### src/rtl/iox_pkg.sv
package iox_pkg;
  localparam int unsigned SEG_SHIFT    = 28;
  localparam int unsigned PG_MIN_SHIFT = 12;
  localparam int unsigned ENT_LG       = 9;   // 512 entries per 4 KB table page
  localparam int unsigned IOID_W       = 11;
  localparam int unsigned CFG_TE_BIT   = 47;

  typedef enum logic [1:0] {
    SEL_ORIGIN = 2'd0,
    SEL_CONFIG = 2'd1,
    SEL_STATUS = 2'd2,
    SEL_MASK   = 2'd3
  } reg_sel_e;

  typedef enum logic [1:0] {
    FK_NONE = 2'b00,
    FK_PAGE = 2'b10,
    FK_SEG  = 2'b11
  } fault_kind_e;
endpackage

### src/rtl/iox_regs.sv
module iox_regs
  import iox_pkg::*;
#(
  parameter int unsigned IOVA_W = 35,
  parameter int unsigned MEM_AW = 62
) (
  input  logic                    clk_i,
  input  logic                    rst_ni,
  input  logic                    reg_we_i,
  input  logic [1:0]              reg_sel_i,
  input  logic [63:0]             reg_wdata_i,
  output logic [63:0]             reg_rdata_o,
  input  logic                    flt_i,
  input  fault_kind_e             flt_kind_i,
  input  logic [IOVA_W-1:0]       flt_va_i,
  input  logic                    flt_rd_i,
  input  logic [IOID_W-1:0]       flt_ioid_i,
  output logic                    xlate_en_o,
  output logic [MEM_AW-13:0]      tbl_page_o,
  output logic [63:0]             stat_o,
  output logic                    irq_o
);
  localparam int unsigned PN_W  = MEM_AW - PG_MIN_SHIFT;
  localparam int unsigned VPN_W = IOVA_W - PG_MIN_SHIFT;

  logic            org_en_q;
  logic [PN_W-1:0] org_page_q;
  logic            te_q;
  logic [63:0]     stat_q;
  logic            msk_seg_q, msk_pg_q;
  logic [63:0]     cap;
  reg_sel_e        sel;

  assign sel = reg_sel_e'(reg_sel_i);

  always_comb begin
    cap = '0;
    cap[63] = 1'b1;
    cap[62:61] = flt_kind_i;
    cap[PG_MIN_SHIFT +: VPN_W] = flt_va_i[IOVA_W-1:PG_MIN_SHIFT];
    cap[11] = flt_rd_i;
    cap[10:0] = flt_ioid_i;
  end

  logic [PG_MIN_SHIFT-1:0] unused_va;
  assign unused_va = flt_va_i[PG_MIN_SHIFT-1:0];

  always_ff @(posedge clk_i or negedge rst_ni) begin
    if (!rst_ni) begin
      org_en_q   <= 1'b0;
      org_page_q <= '0;
      te_q       <= 1'b0;
      stat_q     <= '0;
      msk_seg_q  <= 1'b0;
      msk_pg_q   <= 1'b0;
    end else begin
      if (reg_we_i) begin
        unique case (sel)
          SEL_ORIGIN: begin
            org_en_q   <= reg_wdata_i[63];
            org_page_q <= reg_wdata_i[PG_MIN_SHIFT +: PN_W];
          end
          SEL_CONFIG: te_q <= reg_wdata_i[CFG_TE_BIT];
          SEL_MASK: begin
            msk_seg_q <= reg_wdata_i[62];
            msk_pg_q  <= reg_wdata_i[61];
          end
          default: ;
        endcase
      end
      // capture of a new fault wins over a same-cycle software write
      if (flt_i && !stat_q[63]) stat_q <= cap;
      else if (reg_we_i && sel == SEL_STATUS) stat_q <= reg_wdata_i;
    end
  end

  always_comb begin
    reg_rdata_o = '0;
    unique case (sel)
      SEL_ORIGIN: begin
        reg_rdata_o[63] = org_en_q;
        reg_rdata_o[PG_MIN_SHIFT +: PN_W] = org_page_q;
      end
      SEL_CONFIG: reg_rdata_o[CFG_TE_BIT] = te_q;
      SEL_STATUS: reg_rdata_o = stat_q;
      SEL_MASK: begin
        reg_rdata_o[62] = msk_seg_q;
        reg_rdata_o[61] = msk_pg_q;
      end
      default: ;
    endcase
  end

  assign xlate_en_o = org_en_q & te_q;
  assign tbl_page_o = org_page_q;
  assign stat_o     = stat_q;
  assign irq_o      = stat_q[63] & stat_q[62] &
                      ((stat_q[61] & msk_seg_q) | (!stat_q[61] & msk_pg_q));
endmodule

### src/rtl/iox_walk.sv
module iox_walk
  import iox_pkg::*;
#(
  parameter int unsigned IOVA_W = 35,
  parameter int unsigned PA_W   = 59,
  parameter int unsigned MEM_AW = 62
) (
  input  logic                    clk_i,
  input  logic                    rst_ni,
  input  logic                    xlate_en_i,
  input  logic [MEM_AW-13:0]      tbl_page_i,
  input  logic                    req_valid_i,
  output logic                    req_ready_o,
  input  logic [IOVA_W-1:0]       req_addr_i,
  input  logic                    req_write_i,
  input  logic [IOID_W-1:0]       req_ioid_i,
  output logic                    rsp_valid_o,
  output logic                    rsp_fault_o,
  output logic [PA_W-1:0]         rsp_addr_o,
  output logic                    mem_req_o,
  output logic [MEM_AW-1:0]       mem_addr_o,
  input  logic                    mem_rvalid_i,
  input  logic [63:0]             mem_rdata_i,
  output logic                    flt_o,
  output fault_kind_e             flt_kind_o,
  output logic [IOVA_W-1:0]       flt_va_o,
  output logic                    flt_rd_o,
  output logic [IOID_W-1:0]       flt_ioid_o
);
  localparam int unsigned SEG_W = IOVA_W - SEG_SHIFT;

  typedef enum logic [1:0] {ST_IDLE, ST_STE, ST_PTE, ST_RSP} walk_st_e;

  walk_st_e           st_q;
  logic [IOVA_W-1:0]  va_q;
  logic               wr_q;
  logic [IOID_W-1:0]  ioid_q;
  logic [MEM_AW-1:0]  addr_q;
  logic [4:0]         shift_q;
  logic [PA_W-1:0]    pa_q;
  logic               flt_q;

  // segment entry decode
  logic               ste_ok, over;
  logic [4:0]         ste_shift;
  logic [SEG_SHIFT-1:0] pg_idx;
  logic [MEM_AW-1:0]  pte_addr, seg_addr;
  // page entry decode
  logic               perm_ok;
  logic [PA_W-1:0]    pg_mask, pa_xl;

  always_comb begin
    ste_ok    = mem_rdata_i[63] & mem_rdata_i[0];
    ste_shift = 5'(PG_MIN_SHIFT) + {1'b0, mem_rdata_i[2:1], 2'b00};
    pg_idx    = va_q[SEG_SHIFT-1:0] >> ste_shift;
    over      = (pg_idx >> ENT_LG) > SEG_SHIFT'(mem_rdata_i[11:5]);
    pte_addr  = {mem_rdata_i[MEM_AW-1:PG_MIN_SHIFT], 12'b0} + MEM_AW'({pg_idx, 3'b000});
    seg_addr  = {tbl_page_i, 12'b0} + MEM_AW'({req_addr_i[IOVA_W-1 -: SEG_W], 3'b000});
    perm_ok   = wr_q ? mem_rdata_i[63] : mem_rdata_i[62];
    pg_mask   = (PA_W'(1) << shift_q) - PA_W'(1);
    pa_xl     = ({mem_rdata_i[PA_W-1:PG_MIN_SHIFT], 12'b0} & ~pg_mask) |
                (PA_W'(va_q) & pg_mask);
  end

  logic unused_bits;
  assign unused_bits = ^{mem_rdata_i[62], mem_rdata_i[4:3]};

  always_ff @(posedge clk_i or negedge rst_ni) begin
    if (!rst_ni) begin
      st_q    <= ST_IDLE;
      va_q    <= '0;
      wr_q    <= 1'b0;
      ioid_q  <= '0;
      addr_q  <= '0;
      shift_q <= '0;
      pa_q    <= '0;
      flt_q   <= 1'b0;
    end else begin
      unique case (st_q)
        ST_IDLE: if (req_valid_i) begin
          va_q   <= req_addr_i;
          wr_q   <= req_write_i;
          ioid_q <= req_ioid_i;
          if (xlate_en_i) begin
            addr_q <= seg_addr;
            st_q   <= ST_STE;
          end else begin
            pa_q  <= PA_W'(req_addr_i);
            flt_q <= 1'b0;
            st_q  <= ST_RSP;
          end
        end
        ST_STE: if (mem_rvalid_i) begin
          if (!ste_ok || over) begin
            flt_q <= 1'b1;
            pa_q  <= '0;
            st_q  <= ST_RSP;
          end else begin
            addr_q  <= pte_addr;
            shift_q <= ste_shift;
            st_q    <= ST_PTE;
          end
        end
        ST_PTE: if (mem_rvalid_i) begin
          flt_q <= !perm_ok;
          pa_q  <= perm_ok ? pa_xl : '0;
          st_q  <= ST_RSP;
        end
        default: st_q <= ST_IDLE;
      endcase
    end
  end

  assign req_ready_o = (st_q == ST_IDLE);
  assign rsp_valid_o = (st_q == ST_RSP);
  assign rsp_fault_o = flt_q;
  assign rsp_addr_o  = pa_q;
  assign mem_req_o   = (st_q == ST_STE) || (st_q == ST_PTE);
  assign mem_addr_o  = addr_q;

  assign flt_o      = mem_rvalid_i &&
                      ((st_q == ST_STE && (!ste_ok || over)) ||
                       (st_q == ST_PTE && !perm_ok));
  assign flt_kind_o = (st_q == ST_STE && !ste_ok) ? FK_SEG : FK_PAGE;
  assign flt_va_o   = va_q;
  assign flt_rd_o   = !wr_q;
  assign flt_ioid_o = ioid_q;
endmodule

### src/rtl/iox_xlate_unit.sv
module iox_xlate_unit
  import iox_pkg::*;
#(
  parameter int unsigned IOVA_W = 35,
  parameter int unsigned PA_W   = 59,
  parameter int unsigned MEM_AW = 62
) (
  input  logic                    clk_i,
  input  logic                    rst_ni,
  input  logic                    req_valid_i,
  output logic                    req_ready_o,
  input  logic [IOVA_W-1:0]       req_addr_i,
  input  logic                    req_write_i,
  input  logic [IOID_W-1:0]       req_ioid_i,
  output logic                    rsp_valid_o,
  output logic                    rsp_fault_o,
  output logic [PA_W-1:0]         rsp_addr_o,
  output logic                    mem_req_o,
  output logic [MEM_AW-1:0]       mem_addr_o,
  input  logic                    mem_rvalid_i,
  input  logic [63:0]             mem_rdata_i,
  input  logic                    reg_we_i,
  input  logic [1:0]              reg_sel_i,
  input  logic [63:0]             reg_wdata_i,
  output logic [63:0]             reg_rdata_o,
  output logic                    irq_o
);
  logic                xlate_en;
  logic [MEM_AW-13:0]  tbl_page;
  logic [63:0]         stat_w;
  logic                flt;
  fault_kind_e         flt_kind;
  logic [IOVA_W-1:0]   flt_va;
  logic                flt_rd;
  logic [IOID_W-1:0]   flt_ioid;

  iox_regs #(.IOVA_W(IOVA_W), .MEM_AW(MEM_AW)) u_regs (
    .clk_i, .rst_ni, .reg_we_i, .reg_sel_i, .reg_wdata_i, .reg_rdata_o,
    .flt_i(flt), .flt_kind_i(flt_kind), .flt_va_i(flt_va), .flt_rd_i(flt_rd),
    .flt_ioid_i(flt_ioid), .xlate_en_o(xlate_en), .tbl_page_o(tbl_page),
    .stat_o(stat_w), .irq_o
  );

  iox_walk #(.IOVA_W(IOVA_W), .PA_W(PA_W), .MEM_AW(MEM_AW)) u_walk (
    .clk_i, .rst_ni, .xlate_en_i(xlate_en), .tbl_page_i(tbl_page),
    .req_valid_i, .req_ready_o, .req_addr_i, .req_write_i, .req_ioid_i,
    .rsp_valid_o, .rsp_fault_o, .rsp_addr_o,
    .mem_req_o, .mem_addr_o, .mem_rvalid_i, .mem_rdata_i,
    .flt_o(flt), .flt_kind_o(flt_kind), .flt_va_o(flt_va), .flt_rd_o(flt_rd),
    .flt_ioid_o(flt_ioid)
  );
endmodule

### config.mk
export PLATFORM = sky130hd
export DESIGN_NAME = iox_xlate_unit
export DESIGN_NICKNAME = d
export VERILOG_FILES = /design/src/rtl/iox_pkg.sv /design/src/rtl/iox_regs.sv /design/src/rtl/iox_walk.sv /design/src/rtl/iox_xlate_unit.sv
export SDC_FILE = /design/constraint.sdc
export NUM_CORES = 1
export LEC_CHECK = 0
export BUFFER_PORTS_ARGS = -buffer_cell sky130_fd_sc_hd__buf_2
export CAP_MARGIN = 20
export CORE_ASPECT_RATIO = 0.75
export CORE_MARGIN = 4
export CORE_UTILIZATION = 56
export CTS_BUF_LIST = sky130_fd_sc_hd__clkbuf_2 sky130_fd_sc_hd__clkbuf_4 sky130_fd_sc_hd__clkbuf_8
export CTS_CLUSTER_DIAMETER = 30
export DETAILED_ROUTE_END_ITERATION = 8
export GPL_ROUTABILITY_DRIVEN = 0
export HOLD_SLACK_MARGIN = 0.03
export PLACE_DENSITY = 0.83
export SKIP_CTS_REPAIR_TIMING = 1
export SLEW_MARGIN = 20
export SYNTH_ARGS = -nofsm -noshare
export SYNTH_HDL_FRONTEND = slang
export SYNTH_SLANG_ARGS = --single-unit
### constraint.sdc
create_clock -name clk_i -period 3.6 [get_ports clk_i]
set_clock_uncertainty 0.05 [all_clocks]
set_input_delay 0.18 -clock clk_i [delete_from_list [all_inputs] [get_ports clk_i]]
set_output_delay 0.18 -clock clk_i [all_outputs]
set_load 0.01 [all_outputs]
# After elaboration in Yosys (flattened, before gate mapping)
# Cells that the tools add are included.
dict set report op_classes {
  bitwise 12
  div_mod_pow 0
  multipliers 0
  mux 35
  n_reduce_logical 27
  n_eq_ne 13
  shifts 2
  add_sub_neg 4
  magnitude_cmp 1
}
# op n
set op_table {}
lappend op_table {{two-way mux 59 bit} 6}
lappend op_table {{two-way mux 62 bit} 4}
lappend op_table {{case mux 59 bit (3 select lines)} 1}
lappend op_table {{two-way mux 64 bit} 2}
lappend op_table {{case mux 62 bit (2 select lines)} 1}
lappend op_table {{case mux 35 bit (2 select lines)} 1}
lappend op_table {{adder 62 x 10 -> 62 bit} 1}
lappend op_table {{adder 62 x 31 -> 62 bit} 1}
lappend op_table {{bitwise AND 35 x 59 -> 59 bit} 1}
lappend op_table {{bitwise AND 59 bit} 1}
lappend op_table {{NOT 59 bit} 1}
lappend op_table {{bitwise OR 59 bit} 1}
lappend op_table {{<< shifter 1 x 5 -> 59 bit (first input constant)} 1}
lappend op_table {{subtractor 59 x 2 -> 59 bit (second input constant)} 1}
lappend op_table {{>> shifter 28 x 5 -> 28 bit} 1}
lappend op_table {{case mux 13 bit (2 select lines)} 1}
lappend op_table {{greater-than comparator 19 x 7 -> 1 bit} 1}
lappend op_table {{two-way mux 12 bit} 1}
lappend op_table {{!= test 2 bit (second input constant)} 5}
lappend op_table {{case mux 1 bit (3 select lines)} 3}
lappend op_table {{== test 2 bit (second input constant)} 4}
lappend op_table {{two-way mux 1 bit} 8}
lappend op_table {{two-way mux 2 bit} 4}
lappend op_table {{AND reduction 2 bit} 4}
lappend op_table {{other kinds (17)} 39}
dict set report totals {
  regBits 294
  mem_bits_ro 0
  elab_cells 108
  input_bits 182
  n_memories 0
  mem_bits_rw 0
  latchBits 0
}

# Longest topological paths before layout
dict set report logic_depth {
  ltp_word 9
  ltp_mapped 16
  mapped_depth_nobuf 13
}

# Cells and area by module
# A second synthesis with hierarchy kept.
dict set report hier_totals {
  hier_cells 1501
  area_unflattened_um2 15821.4
}
# module cells_each area_each_um2 n_inst
set by_module_without_submodules {}
lappend by_module_without_submodules {iox_walk 1066 10095.9 1}
lappend by_module_without_submodules {iox_regs 435 5725.5 1}

# Worst setup path before layout
# Ideal clock, no wire load.
dict set report synth_path {
  path_type {input -> register}
  start {in mem_rdata_i[1]}
  end {reg u_walk.addr_q[42], in the netlist u_walk.mem_addr_o[42]}
  path_buffers 2
  arrival_time_ns 3.196
  setup_ns 0.064
  setup_slack_ns 0.291
  path_stages 15
  cell_sequence {buf_2 buf_1 mux2i_1 or2_2 inv_1 ha_1 inv_1 fa_1 nor2b_1 nor2_1 a21oi_4 a221oi_4 or4_1 a311oi_1 a21o_1}
}
dict set report synth_via {
  elab_chain_len 6
}
# element line
set synth_rtl {}
lappend synth_rtl {{start: declaration} iox_xlate_unit.sv:21} ;# input logic [63:0] mem_rdata_i,
lappend synth_rtl {{adder 4 x 4 -> 5 bit *} iox_walk.sv:54} ;# ste_shift = 5'(PG_MIN_SHIFT) + {1'b0, mem_rdata_i[2:1], 2'b00};
lappend synth_rtl {{>> shifter 28 x 5 -> 28 bit *} iox_walk.sv:55} ;# pg_idx = va_q[SEG_SHIFT-1:0] >> ste_shift;
lappend synth_rtl {{adder 62 x 31 -> 62 bit / greater-than comparator 19 x 7 -> 1 bit (equally long branches)} {iox_walk.sv:57, iox_walk.sv:56}}
lappend synth_rtl {{two-way mux 62 bit / logical OR 1 bit (equally long branches)} iox_walk.sv:94} ;# if (!ste_ok || over) begin
lappend synth_rtl {{two-way mux 62 bit / != test 2 bit (equally long branches)} n/a}
lappend synth_rtl {{case mux 62 bit (2 select lines) / AND reduction 5 bit (equally long branches)} n/a}
lappend synth_rtl {{end signal: assignment} iox_walk.sv:85} ;# addr_q <= seg_addr;
lappend synth_rtl {{end signal: assignment} iox_walk.sv:99} ;# addr_q <= pte_addr;
lappend synth_rtl {{end: declaration} iox_walk.sv:38} ;# logic [MEM_AW-1:0] addr_q;
# Every way passes the cells marked *; elsewhere a longest branch is shown, timed or not. The select of a mux whose other input is x is not followed.
# A chain may end at the register's enable or synchronous reset.

# Final worst setup path
dict set report layout_path {
  start {reg u_walk.va_q[21], in the netlist u_walk.flt_va_o[21]}
  end {reg u_walk.addr_q[42], in the netlist u_walk.mem_addr_o[42]}
}
dict set report layout_via {
  elab_chain_len 5
}
# element line
set layout_rtl {}
lappend layout_rtl {{start: declaration} iox_walk.sv:35} ;# logic [IOVA_W-1:0] va_q;
lappend layout_rtl {{start signal: assignment} iox_walk.sv:81} ;# va_q <= req_addr_i;
lappend layout_rtl {{>> shifter 28 x 5 -> 28 bit *} iox_walk.sv:55}
lappend layout_rtl {{adder 62 x 31 -> 62 bit / greater-than comparator 19 x 7 -> 1 bit (equally long branches)} {iox_walk.sv:57, iox_walk.sv:56}}
lappend layout_rtl {{two-way mux 62 bit / logical OR 1 bit (equally long branches)} iox_walk.sv:94}
lappend layout_rtl {{two-way mux 62 bit / != test 2 bit (equally long branches)} n/a}
lappend layout_rtl {{case mux 62 bit (2 select lines) / AND reduction 5 bit (equally long branches)} n/a}
# Marked as above.

==> flow_summary.yaml <==
global_route:
  gr-max-usage-layer: "met2"
  use_met3_pct: 8.18
  use_met2_pct: 52.7
  use_met1_pct: 43.0
  grt_usage_pct: 33.1
  grt_max_degree: 80
  antenna_found_initial: 3
  grt_pass1_vias: 14000
  overflow: 0
  grt_first_pass_wirelength_um: 77800
logic_synthesis:
  syn_area_mm2: 0.0153
  ys_top_cells_by_area: "dfrtp_1, mux2i_1, mux2_2, nand2_1, a21oi_1"
  yosysWarningCount: 0
  synth_most_common_cell: "dfrtp_1"
  ys_ff_latch: 289
  synthFlopType: "dfrtp_1"
  ys_seq_area_share_pct: 47.1
  yosys-top-cells-count: "dfrtp_1, nand2_1, nor2_1, a21oi_1, mux2i_1"
  yosys.area.top_type: "dfrtp_1"
  yosys.area.top_type_share_pct: 47.1
  syn_area_per_cell_um2: 9.66
  synth_cell_types: 76
  syn_inst: 1589
  synth-edff-count: 0
  async_flop_share_pct: 100
route:
  dr.pass1.iters: 6
  wire_per_inst_um: 22.8
  drt_iter0_drc: 1532
  vias: 15400
  postRouteAntennaNets: 0
  drc: 0
  postRouteWirelength_um: 57000
  via_per_inst: 6.15
critical_path:
  reg2reg_slack_ns: 0.15
  end_kind: "flop"
  criticalPathCategory: "flop to flop"
  cp-start-kind: "flop"
  crit_required_ns: 4.10
  arrival_ns: 3.95
  critical_path_peak_fanout: 34
  reg2reg_depth: 14
final_layout:
  syn2layout_area_growth_pct: 33.7
  drive_above_1_share_pct: 29.8
  post-route-util_pct: 76.0
  design_area_mm2: 0.0205
  fin_nets: 2299
  final_cells: 2498
floorplan:
  dieHeight_um: 151
  core-area_mm2: 0.0270
  num_io_pins: 372
  start_util_pct: 56.8
  rows: 52
  fp.dieW_um: 199
  dieArea_mm2: 0.0301
clock_network:
  cts.clk_slew.worst_paths_ns: 0.06
  cts.sinks: 289
  clockRootBuffer: "clkbuf_8"
  clkLatencyLatePin_ns: 0.63
  clock_path_buffers: 3
  cts_tree: "built"
  htree_levels: 2
  numCtsBuffers: 58
sta:
  setup_viol: 0
  relSlewSlack_pct: 34.4
  finalCritPeriodShare_pct: 95.9
  drv_slew: 0
  finalCriticalPeriod_ns: 3.45
  hold_slack_ns: 0.0317
  rsz0062_at_grt: "no"
  layout_setup_ws_ns: 0.149
  max_slew.worst_pin.slew_ns: 0.984
  clock.fmax_ghz: 0.290
  fin_tns_setup_ns: 0
  hold_violations: 0
placed_design:
  dp_cells: 2231
  port_buffers: 366
  placed_cell_area_mm2: 0.0175
  post-dp-hpwl_um: 37100
  post-place-ws_ns: 0.247
pwr:
  peakVddDrop_mv: 0.514
  totalPowerFinal_mw: 16.1
  seqPwrFrac_pct: 35.2
  p_per_area_mw_per_mm2: 785
  pwr-share-clk_pct: 24.2
  p_int_mw: 9.59
  p_sw_mw: 6.52
  comb_power_share_pct: 40.6
  netSwitchingFraction_pct: 40.5
  p_leak_nw: 9.76
status:
  status: "complete, no violations"
worst_hold_path:
  min_path_type: "input pin to flop"
  worstHoldPathCells: 4
job:
  maxCapViolCount: 0
worst max-delay path: stages, from the launching register on:
cell and delay (ns):
dfrtp_1 0.43, mux2i_1 0.11, or2_2 0.30, inv_1 0.06
ha_1 0.16, inv_1 0.06, fa_1 0.43, nor2b_1 0.20
nor2_1 0.10, a21oi_4 0.25, a221oi_4 0.12, buf_12 0.19
or4_1 0.50, a311oi_1 0.26, a21o_1 0.11
flip-flops by register name, summed over array words and instances (netlist names):
name                flops
u_regs.msk_pg_q         1
u_walk.flt_va_o        35
u_walk.st_q             2
u_walk.wr_q             1
u_regs.tbl_page_o      50
u_regs.stat_o          64
u_regs.msk_seg_q        1
u_regs.te_q             1
u_walk.rsp_addr_o      59
u_walk.shift_q          3
u_walk.rsp_fault_o      1
u_walk.flt_ioid_o      11
u_walk.mem_addr_o      59
u_regs.org_en_q         1
layout by cell type (no fill, tap or decap), drive strengths merged, types with 13 or more instances in the layout:
cell	count
nor2	143
a22oi	17
xnor2	37
clkbuf	83
o31ai	13
mux2i	120
mux2	107
a21oi	122
and3	27
nand3	54
inv	32
and2	19
dfrtp	289
o21ai	130
ha	16
nor3	25
buf	405
dlygate4sd3	160
nand2	184
final timing paths:
kind	from	endpoint
max in group asynchronous	rst_ni	u_walk.flt_va_o[0]$_DFFE_PN0P_
setup / recovery	u_walk.flt_va_o[21]$_DFFE_PN0P_	u_walk.mem_addr_o[42]$_DFFE_PN0P_
hold / removal	mem_rdata_i[20]	u_walk.mem_addr_o[20]$_DFFE_PN0P_
hold reg to reg	u_walk.flt_ioid_o[3]$_DFFE_PN0P_	u_regs.stat_o[3]$_DFFE_PN0P_
setup reg to reg	u_walk.flt_va_o[21]$_DFFE_PN0P_	u_walk.mem_addr_o[42]$_DFFE_PN0P_
min in group asynchronous	rst_ni	u_regs.tbl_page_o[37]$_DFFE_PN0P_
cell type report:
class	instances	area (um^2)
Timing Repair Buffer	565	3850
Tap cell	351	439
Fill cell	1737	6490
Clock inverter	23	280
Multi-Input combinational cell	1154	7510
Clock buffer	83	1080
Sequential cell	289	7230
Antenna cell	1	2.50
Inverter	32	120
layer usage:
metal  share of wire, %  routed length (um)  vias to the layer above
li1                   -                   -                     6643
met1                 37               21100                     7471
met2                 47               27100                     1026
met3                9.9                5670                      226
met4                5.5                3140                        4
met5              0.025                  14                        -
cells by family after synthesis:
| kind of cell | after synthesis | share of synthesized area [%] |
|---|---|---|
| buffers and inverters | 148 | 4.15 |
| AND/OR/NAND/NOR | 511 | 15.3 |
| multiplexers | 227 | 15.7 |
| other | 1 | 0.0244 |
| adder cells (fa/ha/maj) | 20 | 1.64 |
| flip-flops | 289 | 47.1 |
| AO/OA/AOI/OAI | 353 | 13.8 |
| XOR/XNOR | 40 | 2.28 |
power by group through the flow:
stage	registers, mW	logic (mW)	clock network, mW
after floorplan	5.54	3.71	0
after global placement	5.52	5.94	0
after detailed placement	5.60	6.13	0
after CTS	5.56	6.18	3.90
after global routing	5.76	7.05	4.10
final	5.67	6.54	3.90
No activity file was read; power rests on OpenSTA's default activity.
